## src/rtl/abz_pkg.sv

```systemverilog
`timescale 1ns/1ps
package abz_pkg;

  typedef enum logic [1:0] {
    ST_WAIT  = 2'd0,
    ST_CATCH = 2'd1,
    ST_RUN   = 2'd2
  } start_e;

  // spacing in ns for each select code
  function automatic int unsigned gap_ns(input logic [1:0] sel);
    case (sel)
      2'd0:    return 500;
      2'd1:    return 125;
      2'd2:    return 8000;
      default: return 2000;
    endcase
  endfunction

  function automatic int unsigned gap_cycles(input logic [1:0] sel, input int unsigned mhz);
    int unsigned c;
    c = gap_ns(sel) * mhz / 1000;
    if (c < 1) c = 1;
    return c;
  endfunction

  function automatic int unsigned gap_max(input int unsigned mhz);
    int unsigned m;
    m = 1;
    for (int s = 0; s < 4; s++)
      if (gap_cycles(2'(s), mhz) > m) m = gap_cycles(2'(s), mhz);
    return m;
  endfunction

endpackage

```

## src/rtl/abz_target.sv

```systemverilog
`timescale 1ns/1ps
module abz_target #(
  parameter int POS_W = 12
) (
  input  logic             clk,
  input  logic             rst_n,
  input  logic [POS_W-1:0] pos_data,
  input  logic             pos_valid,
  input  logic             cfg_invert,
  output logic [POS_W-1:0] tgt,
  output logic             tgt_ok
);
  logic [POS_W-1:0] mirrored;
  assign mirrored = ~pos_data + {{(POS_W-1){1'b0}}, 1'b1};

  always_ff @(posedge clk) begin
    if (!rst_n) begin
      tgt    <= '0;
      tgt_ok <= 1'b0;
    end else if (pos_valid) begin
      tgt    <= cfg_invert ? mirrored : pos_data;
      tgt_ok <= 1'b1;
    end
  end
endmodule

```

## src/rtl/abz_pace.sv

```systemverilog
`timescale 1ns/1ps
module abz_pace import abz_pkg::*; #(
  parameter int unsigned CLK_MHZ = 200
) (
  input  logic       clk,
  input  logic       rst_n,
  input  logic [1:0] gap_sel,
  input  logic       step,
  output logic       open
);
  localparam int unsigned GMAX = gap_max(CLK_MHZ);
  localparam int CW = (GMAX < 2) ? 1 : $clog2(GMAX + 1);

  logic [CW-1:0] lut [4];
  logic [CW-1:0] cnt;

  for (genvar g = 0; g < 4; g++) begin : g_lut
    assign lut[g] = CW'(gap_cycles(2'(g), CLK_MHZ));
  end

  // after a step, block further steps for gap-1 cycles
  always_ff @(posedge clk) begin
    if (!rst_n)
      cnt <= '0;
    else if (step)
      cnt <= lut[gap_sel] - CW'(1);
    else if (cnt != '0)
      cnt <= cnt - CW'(1);
  end

  assign open = (cnt == '0);
endmodule

```

## src/rtl/abz_stepper.sv

```systemverilog
`timescale 1ns/1ps
module abz_stepper import abz_pkg::*; #(
  parameter int POS_W = 12
) (
  input  logic             clk,
  input  logic             rst_n,
  input  logic [POS_W-1:0] tgt,
  input  logic             tgt_ok,
  input  logic             open,
  input  logic             cfg_replay,
  output logic [POS_W-1:0] op,
  output start_e           state,
  output logic             step
);
  localparam logic signed [POS_W-1:0] S_ZERO = '0;
  localparam logic signed [POS_W-1:0] S_ONE  = {{(POS_W-1){1'b0}}, 1'b1};
  localparam logic signed [POS_W-1:0] S_MONE = '1;

  logic                    dir_up;
  logic signed [POS_W-1:0] d;
  logic                    up_req;
  logic                    dn_req;

  always_comb begin
    d      = $signed(tgt - op);
    up_req = 1'b0;
    dn_req = 1'b0;
    case (state)
      ST_CATCH: begin
        up_req = d > S_ZERO;
        dn_req = d < S_ZERO;
      end
      ST_RUN: begin
        up_req = dir_up ? (d > S_ZERO) : (d > S_ONE);
        dn_req = dir_up ? (d < S_MONE) : (d < S_ZERO);
      end
      default: ;
    endcase
    step = open && (up_req || dn_req);
  end

  always_ff @(posedge clk) begin
    if (!rst_n) begin
      op     <= '0;
      dir_up <= 1'b1;
      state  <= ST_WAIT;
    end else begin
      case (state)
        ST_WAIT: begin
          if (tgt_ok) begin
            if (cfg_replay) state <= ST_CATCH;
            else begin
              op    <= tgt;
              state <= ST_RUN;
            end
          end
        end
        ST_CATCH: begin
          if (tgt == op) state <= ST_RUN;
          else if (step) begin
            op     <= up_req ? op + 1'b1 : op - 1'b1;
            dir_up <= up_req;
          end
        end
        ST_RUN: begin
          if (step) begin
            op     <= up_req ? op + 1'b1 : op - 1'b1;
            dir_up <= up_req;
          end
        end
        default: state <= ST_WAIT;
      endcase
    end
  end
endmodule

```

## src/rtl/abz_encode.sv

```systemverilog
`timescale 1ns/1ps
module abz_encode import abz_pkg::*; #(
  parameter int POS_W = 12,
  parameter int IDX_W = 8
) (
  input  logic             clk,
  input  logic             rst_n,
  input  logic [POS_W-1:0] op,
  input  start_e           state,
  input  logic             cfg_replay,
  input  logic [IDX_W-1:0] cfg_index,
  output logic             out_a,
  output logic             out_b,
  output logic             out_z,
  output logic             held
);
  localparam int LOW_W = POS_W - IDX_W;

  logic [POS_W-1:0] zpos;
  logic             hold_now;
  logic             z_hit;

  // index sits on the A=B=1 state of its quadrature cycle
  assign zpos     = {cfg_index, LOW_W'(2)};
  assign hold_now = (state == ST_WAIT) && !cfg_replay;
  assign z_hit    = (state == ST_RUN) && (op == zpos);

  always_ff @(posedge clk) begin
    if (!rst_n) begin
      out_a <= !cfg_replay;
      out_b <= !cfg_replay;
      out_z <= !cfg_replay;
      held  <= !cfg_replay;
    end else begin
      held  <= hold_now;
      out_a <= hold_now | op[1];
      out_b <= hold_now | (op[1] ^ op[0]);
      out_z <= hold_now | z_hit;
    end
  end
endmodule

```

## src/rtl/abz_quad_gen.sv

```systemverilog
`timescale 1ns/1ps
module abz_quad_gen import abz_pkg::*; #(
  parameter int          POS_W   = 12,
  parameter int          IDX_W   = 8,
  parameter int unsigned CLK_MHZ = 200
) (
  input  logic             clk,
  input  logic             rst_n,
  input  logic [POS_W-1:0] pos_data,
  input  logic             pos_valid,
  output logic             pos_ready,
  input  logic [1:0]       cfg_gap_sel,
  input  logic             cfg_invert,
  input  logic [IDX_W-1:0] cfg_index,
  input  logic             cfg_startup_replay,
  output logic             out_a,
  output logic             out_b,
  output logic             out_z
);
  logic [POS_W-1:0] tgt;
  logic             tgt_ok;
  logic             open;
  logic             step;
  logic [POS_W-1:0] op;
  start_e           state;
  logic             enc_held;

  assign pos_ready = 1'b1;

  abz_target #(.POS_W(POS_W)) u_tgt (
    .clk(clk), .rst_n(rst_n), .pos_data(pos_data), .pos_valid(pos_valid),
    .cfg_invert(cfg_invert), .tgt(tgt), .tgt_ok(tgt_ok)
  );

  abz_pace #(.CLK_MHZ(CLK_MHZ)) u_pace (
    .clk(clk), .rst_n(rst_n), .gap_sel(cfg_gap_sel), .step(step), .open(open)
  );

  abz_stepper #(.POS_W(POS_W)) u_step (
    .clk(clk), .rst_n(rst_n), .tgt(tgt), .tgt_ok(tgt_ok), .open(open),
    .cfg_replay(cfg_startup_replay), .op(op), .state(state), .step(step)
  );

  abz_encode #(.POS_W(POS_W), .IDX_W(IDX_W)) u_enc (
    .clk(clk), .rst_n(rst_n), .op(op), .state(state),
    .cfg_replay(cfg_startup_replay), .cfg_index(cfg_index),
    .out_a(out_a), .out_b(out_b), .out_z(out_z), .held(enc_held)
  );
endmodule

```

## config.mk

```make
export PLATFORM = sky130hd
export DESIGN_NAME = abz_quad_gen
export DESIGN_NICKNAME = d
export VERILOG_FILES = /design/src/rtl/abz_pkg.sv /design/src/rtl/abz_target.sv /design/src/rtl/abz_pace.sv /design/src/rtl/abz_stepper.sv /design/src/rtl/abz_encode.sv /design/src/rtl/abz_quad_gen.sv
export SDC_FILE = /design/constraint.sdc
export NUM_CORES = 1
export LEC_CHECK = 0
export CELL_PAD_IN_SITES_DETAIL_PLACEMENT = 2
export CELL_PAD_IN_SITES_GLOBAL_PLACEMENT = 2
export CORE_ASPECT_RATIO = 0.75
export CORE_MARGIN = 4
export CORE_UTILIZATION = 40
export CTS_BUF_LIST = sky130_fd_sc_hd__clkbuf_8
export DETAILED_ROUTE_END_ITERATION = 16
export DONT_BUFFER_PORTS = 1
export GPL_TIMING_DRIVEN = 0
export HOLD_SLACK_MARGIN = 0.03
export PLACE_DENSITY_LB_ADDON = 0.1
export SLEW_MARGIN = 20
export SYNTH_ARGS = -nofsm -noshare
export SYNTH_HDL_FRONTEND = slang
export SYNTH_SLANG_ARGS = --single-unit
```

## constraint.sdc

```tcl
create_clock -name clk -period 5.2 [get_ports clk]
set_input_delay 0.52 -clock clk [delete_from_list [all_inputs] [get_ports clk]]
set_output_delay 0.52 -clock clk [all_outputs]
set_load 0.005 [all_outputs]
```

==> results of run 1 <==
cells by family after synthesis:
group / after synthesis / share of synthesized area
xor+xnor: 33 / 0.0823
flops: 42 / 0.239
mux: 8 / 0.0228
compound gates: 124 / 0.272
other cells: 1 / 0.00107
buf+inv: 53 / 0.0663
fa+ha+maj: 29 / 0.108
simple gates: 148 / 0.208
flip-flops by register name, indices dropped and copies added, names as in the netlist:
name	count
u_enc.out_a	1
u_pace.cnt	11
u_step.op	12
u_tgt.tgt	12
u_enc.out_z	1
u_enc.out_b	1
u_step.state	2
u_tgt.tgt_ok	1
u_step.dir_up	1
cells in the mapped netlist (9+ instances only):
master / count
a211oi_1: 23
a21oi_1: 27
clkbuf_1: 9
dfxtp_1: 42
ha_1: 27
inv_1: 33
nand2_1: 23
nand3_1: 12
nor2_1: 51
nor3_1: 11
o21ai_0: 9
xnor2_1: 16
xor2_1: 17
final cells by class:
cell class,instances,area [µm²],share of cell area
inverter,34,128,0.0333
sequential,42,847,0.221
clock inverter,3,37.5,0.00980
multi-input combinational,343,2480,0.647
tap,108,135,0.0353
clock buffer,5,68.8,0.0180
buffer,19,105,0.0274
timing repair buffer,4,30.0,0.00784
power groups by stage:
stage	registers [W]	logic, W	clock network, W
floorplan	0.000476	0.00130	0
global placement	0.000505	0.00159	0
detailed placement	0.000510	0.00171	0
CTS	0.000504	0.00175	0.000270
global route	0.000526	0.00200	0.000286
finish	0.000511	0.00181	0.000267
placed cells by master, fill, tap and decap left out, types with 8 or more instances in the layout:
| master | n |
|---|---|
| a211oi_1 | 23 |
| a21oi_1 | 27 |
| buf_4 | 8 |
| clkbuf_1 | 9 |
| dfxtp_1 | 39 |
| ha_1 | 27 |
| inv_1 | 35 |
| mux2i_1 | 8 |
| nand2_1 | 23 |
| nand3_1 | 12 |
| nor2_1 | 51 |
| nor2b_1 | 8 |
| nor3_1 | 10 |
| xnor2_1 | 16 |
| xor2_1 | 17 |
timing repair:
action | CTS | global route
setup endpoints to repair | 3 | 5
pin swaps | 1 | 1
buffers inserted | 3 | 0
resized for setup | 1 | 12
path summary, 6_finish.rpt:
path	from	to	slack, ps	cells after the start
worst max-delay path	u_tgt.tgt[0]$_SDFFE_PN0P_	u_step.op[11]$_SDFFE_PN0P_	250	22
worst min-delay path	rst_n	u_step.dir_up$_SDFFE_PN1P_	310	1
worst max register to register	u_tgt.tgt[0]$_SDFFE_PN0P_	u_step.op[11]$_SDFFE_PN0P_	250	22
worst min register to register	u_pace.cnt[0]$_SDFFE_PN0P_	u_pace.cnt[0]$_SDFFE_PN0P_	500	1
worst max-delay path: stages (launching register included):
cell and delay, ps:
dfxtp_1 390, inv_1 90, ha_1 190, inv_1 60, fa_1 420, a21o_1 220
a22o_1 230, o221ai_2 190, xor2_1 270, o2111ai_2 190, o211ai_1 210, buf_4 180
buf_4 180, ha_1 270, or2_2 290, a21oi_1 220, o31ai_1 150, o21ai_1 210
nand2b_1 90, a21oi_1 190, xnor2_1 220, o21bai_1 100, a32o_1 270
metal layers:
| layer | global-route usage | part of all wire | up-vias | wire length, µm |
|---|---|---|---|---|
| met4 | 0.0495 | 0.012 | 0 | 150 |
| met3 | 0.0372 | 0.034 | 12 | 419 |
| met5 | 0 | 0 | - | 0 |
| met2 | 0.416 | 0.47 | 57 | 5810 |
| li1 | - | - | 1623 | - |
| met1 | 0.348 | 0.49 | 1700 | 6020 |
through the flow:
stage | instance area (µm²) | std cells | TNS [ps] | setup slack [ps] | hold slack (ps)
2_1_floorplan | 3510 | 438 | 0 | 533 | 437
3_3_place_gp | 3650 | 546 | -1900 | -584 | 448
3_5_place_dp | 3650 | 547 | -205 | -178 | 482
4_1_cts | 3790 | 558 | 0 | 92.7 | 305
5_1_grt | 3830 | 558 | -14.8 | -14.8 | 310
6_report | 3830 | 558 | 0 | 248 | 310
==> impl_results.md, run 1 <==
* CTS clk-pin slew, worst paths at approximately 90 ps
* Worst Path Max Fanout at 8
* RD Place Congestion at 0.811
* Max VDD drop at 0.302 mV
* Finished Core Util at 0.451
* Async SR Flop Fraction at 0
* Vias in the first global route at 3718
* Leakage at around 1.5 nW
* IO buf count at 0
* Post-synth top flop: dfxtp_1
* Sw Pwr at 0.00132 W
* Nature of the critical path startpoint: register
* Slew @ Worst Pin at a little under 800 ps
* Sink Count at 42
* Global-route wire length before repair at ~20000 µm
* Fmax at 0.202 GHz
* Final setup viols at 0
* Reg power frac at 0.197
* CP arrival at 5150 ps
* Flops & latches, synth at 42
* Mapped Cells at 438
* Antenna fix cells at 0
* Pwr dens at about 680 mW/mm²
* WP data required at around 5400 ps
* IO Count at 31
* Die X at 116 µm
* Max Slew Vio Count at 0
* CTS H-tree lvls at 2
* Largest net degree at the start of global routing at 13
* Die Area at 0.0104 mm²
* Share of cells above drive strength 1 at 0.109
* Leading post-synthesis cells by cell area: dfxtp_1 (24%), ha_1 (9.6%), nor2_1 (5.5%), a211oi_1 (4.9%), xor2_1 (4.2%)
* Pwr Total at 0.00259 W
* EDFF count, synth at 0
* Initial Util at 0.413
* Die height at 89.1 µm
* Power share of the clock group at 0.103
* Num CTS Buffers at 5
* Residual DRC at 0
* Max-cap viol count at 0
* Grt total ovfl at 0
* Worst Setup End Kind: register
* Post-synthesis cell area at ~0.0035 mm²
* Initial antenna violation count at 0
* Slew HR at 0.477
* ANT nets after route at 0
* Synth warn at 0
* Clock Skew at 5.20 ps
* DR iter-0 viols at 143
* Sw Share at 0.511
* WL/cell at 22.2 µm
* Area Overhead vs Synth at 9.12%
* Detailed placement HPWL at 9560 µm
* Status: finished clean
* Distinct cells, synth at 67
* Total Routed Length at 12400 µm
* Minimum clock period at between 4000 and 5000 ps
* Root Driver: clkbuf_8
* Area leader, netlist: dfxtp_1
* Clk buf depth at 2
* Top cell type's share of synthesized area at 0.239
* Overall routing resource usage at 0.250
* Filler instances at 969
* Via count at around 3400
* Hold Crit Class: in -> reg
* Syn nets at 494
* Comb power frac at 0.700
* Hold_buf cts at 0
* Pint at 0.00127 W
* Worst Path Class, Setup: reg -> reg
* Period utilization at 0.952
* CTS tree: done
* Core footprint at between 0.008 and 0.009 mm²
* Row Count at 29
* Worst-Skew Late Latency at 300 ps
* Seq/Total Area, Yosys at 0.239
* DR pass1 iterations at 4
* Vias per cell at 6.08
* # nets final at 505
* Mean Syn Cell Area at 8.02 µm²
* RSZ-0062 raised after global routing: yes
* Final-report hold violation count at 0
Note: power is estimated with default switching activity, not from simulation.
==> inputs of run 2 (changes only) <==
CORE_UTILIZATION = 43   (was 40)
clock period = 6 ns   (was 5.2 ns; I/O delays follow)
==> run 2 against run 1 <==
Compared with the run above: critical path type unchanged; largest cell class unchanged; total power is 13% lower; via count barely moved; non-clock buffer count stayed put; sequential power is 14% lower; first-iteration DRC count increased by 18%; hold slack better by 69 ps; cell area down 0.56%; sequential share of layout area hardly changed; flip-flop and latch count unchanged.
==> impl_results.md, run 2 (same netlist as run 1, synthesis figures left out) <==
* CP peak stage delay at ~510 ps
* WL/cell at 22.3 µm
* DR iter-0 viols at 169
* Reg power frac at 0.195
* Max VDD drop at ~0.28 mV
* Power share of the clock group at 0.129
* Initial Util at 0.443
* Hold Crit Depth at 1
* Worst Path Class, Setup: reg -> reg
* Grt total ovfl at 0
* Vias per cell at about 6.1
* Placed instance area at 0.00365 mm²
* Core footprint at 0.00792 mm²
* Share of cells above drive strength 1 at 0.0933
* RD Place Congestion at 0.808
* Hold_buf cts at 0
* RSZ-0062 raised after global routing: no
* Die height at 86.3 µm
* ANT nets after route at 0
* Worst-Skew Late Latency at 310 ps
* Pint at between 0.001 and 0.0015 W
* Slowest cell on crit path: dfxtp_1
* CP cell instances: ha_1, inv_1, fa_1, a21o_1, a221oi_1, xnor2_1, nor4_1, o2111ai_1, o211ai_1, buf_4, buf_4, ha_1, or2_2, a21oi_1, o31ai_1, o21ai_0, nand2b_1, a21oi_1, xnor2_1, o21bai_1, a32o_1
* Status: finished clean
* Minimum clock period at 5300 ps
* Setup TNS Final at 0 ps
* DR pass1 iterations at 4
* Area Overhead vs Synth at 8.52%
* Commonest non-fill, non-tap cell in the layout: nor2_1
* Sink Count at 42
* CTS H-tree lvls at 2
* End of the worst hold path: u_step.dir_up$_SDFFE_PN1P_
* Residual DRC at 0
* Setup slack, reg-to-reg at 700 ps
* Slew @ Worst Pin at 712 ps
* Vias in the first global route at 3694
* Die Area at 0.00969 mm²
* # nets final at 505
* Die X at 112 µm
* Overall routing resource usage at 0.258
* Root Driver: clkbuf_8
* Antenna fix cells at 0
* Detailed placement HPWL at about 9400 µm
* Leakage at ~1.5 nW
* Nature of the critical path startpoint: register
* Non-Filler Instances at around 560
* Finished Core Util at 0.481
* Num CTS Buffers at 5
* Max-cap viol count at 0
* Filler instances at 909
* Pwr dens at 591 mW/mm²
* Cells after DPL at 544
* Comb power frac at 0.676
* Hold_sp: rst_n
* CTS tree: done
* Min Hold Slack at between 300 and 400 ps
* Row Count at 28
* CTS clk-pin slew, worst paths at 100 ps
* Worst Setup End Kind: register
* Fmax at between 0.15 and 0.2 GHz
* Max Slew Vio Count at 0
* FF-to-FF End: u_step.op[11]$_SDFFE_PN0P_
* Final setup viols at 0
* Sw Share at 0.499
* Post-CTS repair timing setup buffer count at 0
* Largest registers: u_step.op: 12 flops, u_tgt.tgt: 12 flops, u_pace.cnt: 11 flops
* Path depth of the worst reg2reg path at 21
* Total Routed Length at 12400 µm
* Clock Skew at 4.55 ps
* Period utilization at 0.883
* Worst r2r src: u_step.op[0]$_SDFFE_PN0P_
* Hold Crit Class: in -> reg
* Clk buf depth at 2
* Via count at ~3400
* Post-Layout Inst Area at 0.00381 mm²
* Post-CTS sizing at 0
* Global-route wire length before repair at 19800 µm
* WP data required at between 6000 and 7000 ps
* Slew HR at 0.525
* Sw Pwr at 0.00112 W
* Worst Path Max Fanout at 8
* CP arrival at 5510 ps
* Largest net degree at the start of global routing at 15
* Most frequent cells in the layout: nor2_1 (51), dfxtp_1 (42), inv_1 (33)
* IO buf count at 0
* Final-report hold violation count at 0
* IO Count at 31
* Initial antenna violation count at 0
-- run 2: changes by cell type in the layout (fill, tap and decap cells not counted), sizes merged --
cell    previous run  this run
inv               35        33
clkinv             1         2
bufinv             1         2
-- run 2: critical path, delay by kind of cell, from the launching register on --
kind / cells / cell delay, ps
xor gates and xnor gates: 2 / 380
DFF: 1 / 510
adders and majority gates: 3 / 950
AOI/OAI and AO/OA: 10 / 2200
and+or+nand+nor: 3 / 720
buffers and inverters: 3 / 430
-- run 2: worst max path at each step --
stage / end / cells past startpoint / slack, ps / startpoint
after global routing: u_step.op[11]$_SDFFE_PN0P_ / 21 / 270 / u_step.op[0]$_SDFFE_PN0P_
after global placement: u_step.op[11]$_SDFFE_PN0P_ / 19 / 180 / u_step.op[0]$_SDFFE_PN0P_
final: u_step.op[11]$_SDFFE_PN0P_ / 21 / 700 / u_step.op[0]$_SDFFE_PN0P_
after detailed placement: u_step.op[11]$_SDFFE_PN0P_ / 20 / 520 / u_step.op[0]$_SDFFE_PN0P_
after floorplan: u_step.op[11]$_SDFFE_PN0P_ / 19 / 1330 / u_step.op[0]$_SDFFE_PN0P_
after CTS: u_step.op[11]$_SDFFE_PN0P_ / 20 / 390 / u_step.op[0]$_SDFFE_PN0P_
-- run 2: layer usage --
metal / GRT usage / vias up / share of wire
met2: 0.439 / 51 / 0.48
met1: 0.355 / 1713 / 0.49
met4: 0.0448 / 0 / 0.0078
met5: 0 / - / 0
li1: - / 1619 / -
met3: 0.0377 / 12 / 0.029
-- run 2: layout make-up --
| type | count | area [µm²] | area share |
|---|---|---|---|
| multi-input combinational | 343 | 2440 | 0.640 |
| sequential | 42 | 841 | 0.221 |
| tap | 105 | 131 | 0.0345 |
| inverter | 34 | 128 | 0.0335 |
| buffer | 19 | 105 | 0.0276 |
| clock buffer | 5 | 68.8 | 0.0181 |
| clock inverter | 3 | 68.8 | 0.0181 |
| timing repair buffer | 4 | 30.0 | 0.00788 |
-- run 2: per-stage QoR --
stage	setup WS (ps)	power (W)
after floorplan	1330	0.00154
after global placement	178	0.00181
after detailed placement	518	0.00190
after CTS	394	0.00223
after global routing	275	0.00243
final	701	0.00225
-- run 2: power by group through the flow --
| stage | Combinational [W] | Clock, W | Sequential [W] |
|---|---|---|---|
| finish | 0.00152 | 0.000289 | 0.000439 |
| global route | 0.00167 | 0.000302 | 0.000452 |
| CTS | 0.00150 | 0.000294 | 0.000439 |
| detailed placement | 0.00146 | 0 | 0.000445 |
| global placement | 0.00138 | 0 | 0.000439 |
| floorplan | 0.00113 | 0 | 0.000413 |
==> inputs of run 3 (changes only) <==
CORE_UTILIZATION = 40   (was 43)
SYNTH_HIERARCHICAL = 1   (was unset)
clock period = 5.1 ns   (was 6 ns; I/O delays follow)
==> run 3 against run 2 <==
Compared with the run above: maximum frequency is 7.9% higher; register-to-register slack lost 510 ps; wire length is 1.7% lower; total power rose by 19%; largest cell class unchanged; first-iteration DRC count fell by 4.1%; sequential power up 24%; worst setup slack worse by 510 ps.
==> impl_results.md, run 3 <==
* DR iter-0 viols at 162
* Row Count at 29
* Largest net degree at the start of global routing at 17
* Leakage at about 1.5 nW
* Grt total ovfl at 0
* Wire length on met1 at 6000 µm
* Hold_buf cts at 0
* Residual DRC at 0
* Setup slack, reg-to-reg at 190 ps
* Syn nets at 512
* Reg area at approximately 850 µm²
* # nets final at 525
* Worst Setup End Kind: register
* Nature of the critical path startpoint: register
* Final-report hold violation count at 0
* Most frequent cells in the layout: dfxtp_1 (40), nor2_1 (40), inv_1 (35)
* Die height at 90.5 µm
* Die X at 118 µm
* Global-route wire length before repair at 19600 µm
* Final setup viols at 0
* DR pass1 iterations at 4
* WL met2 at 5710 µm
* Antenna fix cells at 0
* CTS clk-pin slew, worst paths at 80 ps
* RD Place Congestion at 0.791
* Die Area at 0.0107 mm²
* Post-synthesis cell area at ~0.0036 mm²
* Largest registers: u_step/op: 12 flops, u_tgt/tgt: 12 flops, u_pace/cnt: 11 flops
* Core footprint at 0.00864 mm²
* Detailed placement HPWL at 9210 µm
* Minimum clock period at 4910 ps
* Worst Path Max Fanout at 3
* Initial antenna violation count at 0
* Hold Crit Class: in -> reg
* Area of the multi-input gates at 0.00262 mm²
* Setup TNS Final at 0 ps
* Clk buf depth at 2
* Filler instances at 987
* Total Routed Length at 12200 µm
* CTS tree: done
* Max VDD drop at 0.219 mV
* Pwr Total at between 0.002 and 0.003 W
* ANT nets after route at 0
* Fmax at 0.204 GHz
* Finished Core Util at 0.457
* Period utilization at 0.963
* Via count at 3493
* Pwr dens at between 600 and 700 mW/mm²
* Vias per cell at 6.05
* Initial Util at 0.420
* Num CTS Buffers at 5
* Slew HR at 0.535
* Overall routing resource usage at 0.226
* Status: finished clean
* Root Driver: clkbuf_8
* IO Count at 31
* Worst Path Class, Setup: reg -> reg
* Slew @ Worst Pin at 696 ps
* Max-cap viol count at 0
* Area Overhead vs Synth at 8.83%
* Top Metal Used: met4
* CP arrival at just over 5000 ps
* Share of cells above drive strength 1 at 0.117
* Max Slew Vio Count at 0
* Synth warn at 6
* Clock Skew at 9.99 ps
* Mapped Cells at between 400 and 500
* Worst-Skew Late Latency at 300 ps
* WP data required at 5260 ps
* Met3 wire length at 388 µm
* Sink Count at between 40 and 50
* WL/cell at between 20 and 25 µm
* CTS H-tree lvls at 2
* Mean Syn Cell Area at 7.97 µm²
* IO buf count at 0
* Vias in the first global route at 3684
run 3: worst paths after layout:
path,startpoint,endpoint,depth (start not counted)
worst max register to register,u_tgt/tgt[0]$_SDFFE_PN0P_,u_step/op[7]$_SDFFE_PN0P_,20
worst min register to register,u_tgt/tgt[9]$_SDFFE_PN0P_,u_tgt/tgt[9]$_SDFFE_PN0P_,2
worst min-delay path,rst_n,u_step/dir_up$_SDFFE_PN1P_,1
worst max-delay path,u_tgt/tgt[0]$_SDFFE_PN0P_,u_step/op[7]$_SDFFE_PN0P_,20
run 3: timing repair:
action | 4_1_cts | 5_1_grt
buffers inserted | 3 | 3
gates resized for setup | 0 | 9
setup endpoints to repair | 5 | 9
pin swaps | 1 | 8
hold endpoints to repair | 0 | 0
run 3: worst max-delay path: stages, from the launching register on:
cell	delay, ps
dfxtp_1	360
inv_1	90
ha_1	170
inv_1	60
fa_1	420
a211oi_2	320
o21ai_1	150
a31oi_1	170
xor2_1	250
o2111ai_2	200
o31ai_4	410
buf_4	190
ha_1	230
a211oi_1	250
nor2_1	130
nor4_2	150
nor3_1	120
a21oi_1	190
xnor2_1	120
a2111oi_1	700
a211oi_2	90
run 3: cell type report:
type / count / share of cell area
Multi-Input combinational cell: 362 / 0.664
Sequential cell: 42 / 0.214
Inverter: 36 / 0.0342
Tap cell: 108 / 0.0342
Clock buffer: 6 / 0.0209
Buffer: 15 / 0.0190
Timing Repair Buffer: 6 / 0.0114
Clock inverter: 2 / 0.00222
run 3: power breakdown:
group	internal [W]	switching [W]
Clock	0.000107	0.000119
Combinational	0.000785	0.00112
Sequential	0.000420	0.000125
run 3: layer usage:
| metal | GRT usage | vias to the layer above |
|---|---|---|
| met5 | 0 | - |
| li1 | - | 1687 |
| met2 | 0.376 | 55 |
| met3 | 0.0420 | 6 |
| met1 | 0.310 | 1745 |
| met4 | 0.0351 | 0 |
run 3: metrics by stage:
stage | std cells | hold WS, ps | setup WS, ps | area, µm²
after floorplan | 455 | 438 | 24.0 | 3630
after CTS | 574 | 284 | 34.9 | 3890
after global placement | 563 | 489 | -1260 | 3760
final | 577 | 302 | 187 | 3950
after global routing | 577 | 305 | -87.2 | 3950
after detailed placement | 563 | 495 | -374 | 3770
